[src/rtl/brkpt_pkg.sv]
package brkpt_pkg;
  localparam int NUM_CH = 2;
  localparam int CFG_W  = 32;

  localparam logic [3:0] OFF_A_BASE = 4'd0;
  localparam logic [3:0] OFF_B_BASE = 4'd3;
  localparam logic [3:0] OFF_DVAL   = 4'd6;
  localparam logic [3:0] OFF_DMASK  = 4'd7;
  localparam logic [3:0] OFF_COUNT  = 4'd8;
  localparam logic [3:0] OFF_CLEAR  = 4'd9;

  // channel condition word, bit 0 at the bottom
  typedef struct packed {
    logic       cntEn;   // [9]
    logic       dataEn;  // [8]
    logic       after;   // [7]
    logic       sel;     // [6]
    logic [1:0] size;    // [5:4]
    logic       wrEn;    // [3]
    logic       rdEn;    // [2]
    logic [1:0] kind;    // [1:0]
  } cond_t;

  localparam int COND_W = $bits(cond_t);

  // control -> datapath
  typedef struct packed {
    logic cntDec;
  } ctrl_stb_t;

  // datapath -> control
  typedef struct packed {
    logic [NUM_CH-1:0] hit;
    logic [NUM_CH-1:0] afterMode;
    logic [NUM_CH-1:0] clrFlag;
    logic              cntEn;
    logic              cntOne;
    logic              cntZero;
  } dp_stat_t;
endpackage

[src/rtl/brkpt_datapath.sv]
module brkpt_datapath
  import brkpt_pkg::*;
#(
  parameter int ADDR_W = 32,
  parameter int DATA_W = 32,
  parameter int CNT_W  = 12
) (
  input  logic              clk,
  input  logic              rst_n,
  input  logic              cfgWe,
  input  logic [3:0]        cfgAddr,
  input  logic [CFG_W-1:0]  cfgWdata,
  input  logic              busValid,
  input  logic              busSel,
  input  logic              busFetch,
  input  logic              busWrite,
  input  logic [1:0]        busSize,
  input  logic [ADDR_W-1:0] busAddr,
  input  logic [DATA_W-1:0] busData,
  input  ctrl_stb_t         stb,
  output dp_stat_t          stat
);
  localparam int LAST_CH = NUM_CH - 1;

  logic [DATA_W-1:0] dataVal;
  logic [DATA_W-1:0] dataMask;
  logic [CNT_W-1:0]  cnt;
  logic              dataMatch;
  logic [NUM_CH-1:0] hitVec;
  logic [NUM_CH-1:0] afterVec;
  logic              lastCntEn;

  // data value registers, channel B only
  always_ff @(posedge clk or negedge rst_n) begin
    if (!rst_n) begin
      dataVal  <= '0;
      dataMask <= '0;
    end else if (cfgWe) begin
      if (cfgAddr == OFF_DVAL)  dataVal  <= cfgWdata[DATA_W-1:0];
      if (cfgAddr == OFF_DMASK) dataMask <= cfgWdata[DATA_W-1:0];
    end
  end

  assign dataMatch = ((busData ^ dataVal) & ~dataMask) == '0;

  // occurrence counter: reload on write, decrement on strobe
  always_ff @(posedge clk or negedge rst_n) begin
    if (!rst_n)                               cnt <= '0;
    else if (cfgWe && cfgAddr == OFF_COUNT)   cnt <= cfgWdata[CNT_W-1:0];
    else if (stb.cntDec)                      cnt <= cnt - 1'b1;
  end

  for (genvar ch = 0; ch < NUM_CH; ch++) begin : g_ch
    localparam logic [3:0] OFF_BASE = OFF_A_BASE + 4'(3 * ch);
    logic [ADDR_W-1:0] baseR;
    logic [ADDR_W-1:0] maskR;
    cond_t             condR;
    logic addrOk, kindOk, rwOk, sizeOk, selOk, dataOk;

    always_ff @(posedge clk or negedge rst_n) begin
      if (!rst_n) begin
        baseR <= '0;
        maskR <= '0;
        condR <= '0;
      end else if (cfgWe) begin
        if (cfgAddr == OFF_BASE)        baseR <= cfgWdata[ADDR_W-1:0];
        if (cfgAddr == OFF_BASE + 4'd1) maskR <= cfgWdata[ADDR_W-1:0];
        if (cfgAddr == OFF_BASE + 4'd2) condR <= cond_t'(cfgWdata[COND_W-1:0]);
      end
    end

    assign addrOk = ((busAddr ^ baseR) & ~maskR) == '0;
    assign kindOk = (condR.kind == 2'b11) ||
                    (condR.kind == 2'b01 &&  busFetch) ||
                    (condR.kind == 2'b10 && !busFetch);
    assign rwOk   = busWrite ? condR.wrEn : condR.rdEn;
    assign sizeOk = (condR.size == 2'b00) || (condR.size == busSize + 2'd1);
    assign selOk  = (condR.sel == busSel);

    if (ch == LAST_CH) begin : g_data
      assign dataOk    = !condR.dataEn || dataMatch;
      assign lastCntEn = condR.cntEn;
    end else begin : g_nodata
      assign dataOk = 1'b1;
    end

    assign hitVec[ch]   = busValid && addrOk && kindOk && rwOk && sizeOk && selOk && dataOk;
    assign afterVec[ch] = condR.after && busFetch;
  end

  always_comb begin
    stat           = '0;
    stat.hit       = hitVec;
    stat.afterMode = afterVec;
    stat.cntEn     = lastCntEn;
    stat.cntOne    = (cnt == CNT_W'(1));
    stat.cntZero   = (cnt == '0);
    stat.clrFlag   = (cfgWe && cfgAddr == OFF_CLEAR) ? cfgWdata[NUM_CH-1:0] : '0;
  end
endmodule

[src/rtl/brkpt_ctrl.sv]
module brkpt_ctrl
  import brkpt_pkg::*;
(
  input  logic              clk,
  input  logic              rst_n,
  input  logic              instrExec,
  input  dp_stat_t          stat,
  output ctrl_stb_t         stb,
  output logic              brkReq,
  output logic [NUM_CH-1:0] matchFlag
);
  localparam int LAST_CH = NUM_CH - 1;

  logic [NUM_CH-1:0] gate, qual, fireNow, pend, afterFire, fire;

  always_comb begin
    gate          = '1;
    gate[LAST_CH] = !stat.cntEn || stat.cntOne;
  end

  assign qual       = stat.hit & gate;
  assign fireNow    = qual & ~stat.afterMode;
  assign stb.cntDec = stat.hit[LAST_CH] && stat.cntEn && !stat.cntZero;

  always_ff @(posedge clk or negedge rst_n) begin
    if (!rst_n) begin
      pend      <= '0;
      afterFire <= '0;
    end else begin
      pend      <= (qual & stat.afterMode) | (pend & ~{NUM_CH{instrExec}});
      afterFire <= pend & {NUM_CH{instrExec}};
    end
  end

  assign fire   = fireNow | afterFire;
  assign brkReq = |fire;

  always_ff @(posedge clk or negedge rst_n) begin
    if (!rst_n) matchFlag <= '0;
    else        matchFlag <= fire | (matchFlag & ~stat.clrFlag);
  end
endmodule

[src/rtl/brkpt_unit.sv]
module brkpt_unit
  import brkpt_pkg::*;
#(
  parameter int ADDR_W = 32,
  parameter int DATA_W = 32,
  parameter int CNT_W  = 12
) (
  input  logic              clk,
  input  logic              rst_n,
  input  logic              cfgWe,
  input  logic [3:0]        cfgAddr,
  input  logic [31:0]       cfgWdata,
  input  logic              busValid,
  input  logic              busSel,
  input  logic              busFetch,
  input  logic              busWrite,
  input  logic [1:0]        busSize,
  input  logic [ADDR_W-1:0] busAddr,
  input  logic [DATA_W-1:0] busData,
  input  logic              instrExec,
  output logic              brkReq,
  output logic              matchA,
  output logic              matchB
);
  ctrl_stb_t         stb;
  dp_stat_t          stat;
  logic [NUM_CH-1:0] flags;

  brkpt_datapath #(.ADDR_W(ADDR_W), .DATA_W(DATA_W), .CNT_W(CNT_W)) u_dp (
    .clk(clk), .rst_n(rst_n), .cfgWe(cfgWe), .cfgAddr(cfgAddr), .cfgWdata(cfgWdata),
    .busValid(busValid), .busSel(busSel), .busFetch(busFetch), .busWrite(busWrite),
    .busSize(busSize), .busAddr(busAddr), .busData(busData), .stb(stb), .stat(stat)
  );

  brkpt_ctrl u_ctrl (
    .clk(clk), .rst_n(rst_n), .instrExec(instrExec), .stat(stat),
    .stb(stb), .brkReq(brkReq), .matchFlag(flags)
  );

  assign matchA = flags[0];
  assign matchB = flags[1];
endmodule

[config.mk]
export PLATFORM = sky130hd
export DESIGN_NAME = brkpt_unit
export DESIGN_NICKNAME = d
export VERILOG_FILES = /design/src/rtl/brkpt_pkg.sv /design/src/rtl/brkpt_datapath.sv /design/src/rtl/brkpt_ctrl.sv /design/src/rtl/brkpt_unit.sv
export SDC_FILE = /design/constraint.sdc
export NUM_CORES = 1
export LEC_CHECK = 0
export BUFFER_PORTS_ARGS = -buffer_cell sky130_fd_sc_hd__buf_2
export CORE_AREA = 2 2 199 201
export CTS_CLUSTER_SIZE = 8
export DETAILED_ROUTE_END_ITERATION = 10
export DIE_AREA = 0 0 201 203
export GPL_TIMING_DRIVEN = 0
export PLACE_DENSITY = 0.4
export REMOVE_ABC_BUFFERS = 1
export SLEW_MARGIN = 20
export SYNTH_ARGS = -nofsm -noshare
export SYNTH_HDL_FRONTEND = slang
export SYNTH_SLANG_ARGS = --single-unit
[constraint.sdc]
create_clock -name clk -period 2.1 [get_ports clk]
set_input_delay 0.315 -clock clk [delete_from_list [all_inputs] [get_ports clk]]
set_output_delay 0.315 -clock clk [all_outputs]
set_load 0.005 [all_outputs]
# Word-level counts from Yosys, hierarchy flattened
# Cells that the tools add are included.
# W data, S select, Z words.
[classes]
reduce_logical = 50
add_sub_neg = 2
muxes = 5
n_bitwise = 21
n_eq_ne = 20
[ops]
columns = ["op", "n"]
rows = [
  ["$and A32 B32 Y32", 3],
  ["$logic_not A32 Y1", 3],
  ["$not A32 Y32", 3],
  ["$xor A32 B32 Y32", 3],
  ["$mux W12", 2],
  ["$logic_and A1 B1 Y1", 21],
  ["$eq A4 B3 Y1 const B", 4],
  ["$reduce_and A2 Y1", 8],
  ["$and A2 B2 Y2", 6],
  ["$eq A12 B1 Y1 const B", 1],
  ["$logic_not A12 Y1", 1],
  ["$sub A12 B1 Y12 const B", 1],
  ["$eq A2 B2 Y1 const B", 4],
  ["$eq A4 B2 Y1 const B", 2],
  ["$eq A4 B4 Y1 const B", 2],
  ["$logic_or A1 B1 Y1", 8],
  ["$not A2 Y2", 3],
  ["$or A2 B2 Y2", 3],
  ["$eq A2 B1 Y1 const B", 2],
  ["$eq A2 B2 Y1", 2],
  ["$eq A4 B1 Y1 const B", 1],
  ["$logic_not A1 Y1", 4],
  ["$logic_not A2 Y1", 2],
  ["$logic_not A4 Y1", 1],
  ["6 further kinds", 8],
]
[totals]
input_bits = 110
wordCells = 122
out_inout_bits = 3
regBits = 228

# Logic depth before layout (Yosys ltp)
[depth]
depth_word = 13
mapped_depth = 8
ltp_nobuf = 7

# Cells and area by module
# Synthesis repeated with hierarchy kept, for this count alone.
[unflattened]
cells_unflattened = 745
area_unflattened_um2 = 10162.2
[by_module_without_submodules]
columns = ["module", "seq_area_each_um2", "area_per_inst_um2", "cells_each", "n_inst"]
rows = [
  ["brkpt_datapath", 5555.3, 9904.5, 720, 1],
  ["brkpt_ctrl", 150.1, 257.7, 25, 1],
]

# Worst setup path after synthesis
# Ideal clock, no wire load.
[synth_timing]
path_type = "reg2reg"
startpoint = "reg u_dp.dataVal[10]"
endpoint = "reg u_dp.cnt[3]"
t_required_ps = 2030
synth_period_minus_slack_ps = 2094
setup_ps = 70
n_path_buf = 1
path_slack_ps = 6
path_stages_with_launch = 9
arrival_ps = 2025
cell_sequence = "dfrtp_1 -> xnor2_1 -> o22ai_1 -> nor4_1 -> nand4_1 -> a2111oi_4 -> buf_6 -> mux2_1 -> nand3_1"
[synth_between]
elab_chain_cells = 8
[synth_lines]
columns = ["item", "line", "text"]
rows = [
  ["from (decl)", "brkpt_datapath.sv:25", "logic [DATA_W-1:0] dataVal;"],
  ["from (signal assigned)", "brkpt_datapath.sv:39", "if (cfgAddr == OFF_DVAL) dataVal <= cfgWdata[DATA_W-1:0];"],
  ["$xor A32 B32 Y32", "brkpt_datapath.sv:44", "assign dataMatch = ((busData ^ dataVal) & ~dataMask) == '0;"],
  ["$and A32 B32 Y32", "brkpt_datapath.sv:44", ""],
  ["$logic_not A32 Y1", "brkpt_datapath.sv:44", ""],
  ["$logic_or A1 B1 Y1", "brkpt_datapath.sv:81", "assign dataOk = !condR.dataEn || dataMatch;"],
  ["$logic_and A1 B1 Y1", "brkpt_datapath.sv:87", "assign hitVec[ch] = busValid && addrOk && kindOk && rwOk && sizeOk && selOk && dataOk;"],
  ["$logic_and A1 B1 Y1 (2 in series)", "brkpt_ctrl.sv:23", "assign stb.cntDec = stat.hit[LAST_CH] && stat.cntEn && !stat.cntZero;"],
  ["$reduce_bool A2 Y1 (no line)", "--", ""],
  ["to (signal assigned)", "brkpt_datapath.sv:49", "else if (cfgWe && cfgAddr == OFF_COUNT) cnt <= cfgWdata[CNT_W-1:0];"],
  ["to (signal assigned)", "brkpt_datapath.sv:50", "else if (stb.cntDec) cnt <= cnt - 1'b1;"],
  ["to (decl)", "brkpt_datapath.sv:27", "logic [CNT_W-1:0] cnt;"],
]
# No other way between the ends.
# A chain may end at the register's enable or synchronous reset.

# Worst setup path in the final report
[layout_timing]
startpoint = "reg u_dp.dataVal[17]"
endpoint = "out brkReq"
[layout_between]
elab_chain_cells = 9
[layout_lines]
columns = ["item", "line", "text"]
rows = [
  ["$xor A32 B32 Y32", "brkpt_datapath.sv:44", ""],
  ["$and A32 B32 Y32", "brkpt_datapath.sv:44", ""],
  ["$logic_not A32 Y1", "brkpt_datapath.sv:44", ""],
  ["$logic_or A1 B1 Y1", "brkpt_datapath.sv:81", ""],
  ["$logic_and A1 B1 Y1", "brkpt_datapath.sv:87", ""],
  ["$and A2 B2 Y2", "brkpt_ctrl.sv:21", "assign qual = stat.hit & gate;"],
  ["$and A2 B2 Y2", "brkpt_ctrl.sv:22", "assign fireNow = qual & ~stat.afterMode;"],
  ["$or A2 B2 Y2", "brkpt_ctrl.sv:35", "assign fire = fireNow | afterFire;"],
  ["$reduce_or A2 Y1", "brkpt_ctrl.sv:36", "assign brkReq = |fire;"],
  ["to (decl)", "brkpt_unit.sv:21", "output logic brkReq,"],
]
# No other way between the ends.

==> flow_metrics.py <==
metrics = {
    "cells_and_area": {
        "fill_cells": 3835,
        "drive_gt1_frac": 0.487,
        "area_growth_pct": 27.9,
        "final_common_cell": "dfrtp_1",
        "layout_common_cells": "dfrtp_1, mux2_2, buf_2",
        "nets": 1031,
    },
    "sta": {
        "worst_pin_slew_ns": 0.967,
        "fin_skew_ns": 0.0151,
        "hold_violations": 0,
        "period_share": 1.43,
        "max_freq_ghz": 0.334,
        "slew_headroom": 0.353,
        "fin_ws_ns": -0.898,
        "setup_viol": 14,
        "fin_tns_setup_ns": -5.16,
        "rsz0062_at_grt": "yes",
        "maxSlewViolCount": 0,
        "finalCriticalPeriod_ns": 3.00,
    },
    "floorplanning": {
        "fp.dieArea_um2": 40800,
        "rows": 72,
        "start_util": 0.268,
        "ios": 113,
        "core_um2": 38500,
        "fp.dieH_um": 203,
        "fp.dieW_um": 201,
    },
    "synth": {
        "synth_top_cell_area_share": 0.553,
        "ys_seq_area_frac": 0.553,
        "synth-seq-cells": 228,
        "synthArstFlopShare": 1.00,
        "synth.avg_cell_area_um2": 13.4,
        "synth_area_um2": 10300,
        "syn_inst": 770,
        "synth_area_leaders": "dfrtp_1, mux2_2, xnor2_1, o22ai_1, nand2_1",
        "yosysWarningCount": 0,
        "synth_area_leader_cell": "dfrtp_1",
        "ys_dominant_reg_cell": "dfrtp_1",
        "synth_cell_type_count": 44,
        "synth_edf_count": 0,
    },
    "worst_setup_path": {
        "crit_arrival_ns": 2.68,
        "cp.required_ns": 1.78,
        "start_kind": "flip-flop",
        "crit_fanout": 2,
        "crit_type": "flip-flop to output port",
        "cp-end-kind": "output port",
    },
    "clock_network": {
        "cts_buffers": 34,
        "clock_latency_ns": 0.50,
        "tritoncts": "yes",
        "ctsLongestPathBuffers": 3,
        "cts_num_sinks": 228,
        "cts.reportedPaths.clkPinSlew_ns": 0.05,
        "cts-root-buf": "clkbuf_16",
        "htreeDepth": 2,
    },
    "global_route": {
        "grt_usage": 0.146,
        "grt_overflow_total": 0,
        "grt_start_max_net_pins": 88,
        "grt_pass1_wl_um": 45000,
        "grt_pass1_vias": 7060,
        "antenna_found_initial": 3,
    },
    "pwr": {
        "peakVddDrop_mv": 0.499,
        "finalPower_mw": 13.8,
        "leakage_nw": 5.55,
        "power.density_nw_per_um2": 1040,
    },
    "job": {
        "maxCapViolations": 0,
    },
    "place": {
        "numPortBuffers": 112,
        "dp_hpwl_um": 20600,
        "routabilityCongestion": 0.746,
    },
    "route": {
        "wl_um": 29500,
        "vias": 6682,
        "drcViolationCount": 0,
        "ant_nets": 0,
        "drtIter0Drc": 247,
        "drt-wirelength-per-cell_um": 20.4,
        "via_per_inst": 4.63,
        "dr.pass1.iters": 4,
    },
    "worst_hold_path": {
        "hp-class": "input port to flip-flop",
    },
    "run_status": {
        "status": "finished, violations left",
        "failed_checks": "negative setup slack",
    },
}
[cells by family (layout without fill, tap and decap cells)]
logic type	Yosys count	after routing	share of synthesized area
simple gates	112	112	0.0580
flops	228	228	0.553
compound gates	80	80	0.0537
mux	216	216	0.236
other cells	0	1	0
xor+xnor	100	100	0.0849
buf+inv	32	186	0.0124
fa+ha+maj	2	2	0.00243
[final timing paths]
kind                                      from                     end  cells after the start  slack, ns
max                           u_dp.dataVal[17]                  brkReq                      8      -0.90
max reg2reg                   u_dp.dataVal[17]             u_dp.cnt[3]                     10      -0.55
max in group asynchronous                rst_n  u_dp.g_ch[0].baseR[24]                      3       0.84
min                                  instrExec          u_ctrl.pend[0]                      2       0.04
min in group asynchronous                rst_n         u_dp.dataVal[9]                      2       0.37
min reg2reg                u_ctrl.afterFire[1]     u_ctrl.matchFlag[1]                      2       0.47
[through the flow]
stage	cell area, um^2	setup WS [ns]	hold WS [ns]	std cells	utilization
floorplan	10200	-1.38	0.0194	742	-
global placement	11400	-4.56	0.446	1372	0.297
detailed placement	11700	-1.29	0.329	1384	0.303
CTS	13000	-0.942	0.0399	1438	0.337
global route	13200	-1.09	0.0434	1442	0.343
finish	13200	-0.898	0.0389	1443	0.343
[registers in the layout, indices dropped and copies added, names as in the netlist]
signal and count:
u_dp.g_ch.maskR 64, u_dp.lastCntEn 1, u_ctrl.matchFlag 2, u_dp.cnt 12, u_ctrl.afterFire 2, u_dp.dataVal 32
u_dp.g_ch.baseR 64, u_dp.g_ch.condR 17, u_dp.dataMask 32, u_ctrl.pend 2
[layout make-up]
type	count	area (um^2)	share of cell area
Inverter	4	15.0	0.00114
Tap cell	518	648	0.0491
Timing Repair Buffer	141	930	0.0705
Multi-Input combinational cell	510	4950	0.375
Sequential cell	228	5710	0.433
Clock buffer	41	941	0.0713
Antenna cell	1	2.50	0.000190
[Yosys cell counts (5+ instances only)]
cell type	n
dfrtp_1	228
mux2_2	209
xnor2_1	98
o22ai_1	48
nand2_1	30
nor2_1	16
clkbuf_1	14
buf_1	13
nor4_1	13
nor3_1	9
nand3_1	8
nand4_1	7
nand2b_1	6
a21oi_1	5
mux2_1	5
nor3b_1	5
[critical path, stage by stage (launching register included)]
cell and delay (ns):
dfrtp_1 0.40, xnor2_2 0.19, o22ai_4 0.12, nor4_4 0.40
nand4_1 0.24, a211oi_2 0.37, nand3_1 0.15, or3b_2 0.22
buf_2 0.10
[routing by layer]
metal  part of all wire  up-vias  GRT usage
met5            0.00041        -          0
met4              0.014        2     0.0312
met3              0.048       33     0.0283
met2               0.47      130      0.241
met1               0.47     3435      0.199
li1                   -     3082          -
[power by group]
part | internal [mW] | total (mW) | switching [mW]
logic | 1.56 | 2.77 | 1.21
clock network | 3.09 | 5.00 | 1.90
registers | 5.38 | 6.02 | 0.635
total | 10.0 | 13.8 | 3.75
[repair_timing]
item,CTS,global route
setup endpoints to repair,17,23
hold buffers,1,0
endpoints found under the hold margin,63,0
buffers inserted,12,7
resized for setup,42,34
pin swaps,31,23
cloned,0,0
No activity file was read; power rests on OpenSTA's default activity.
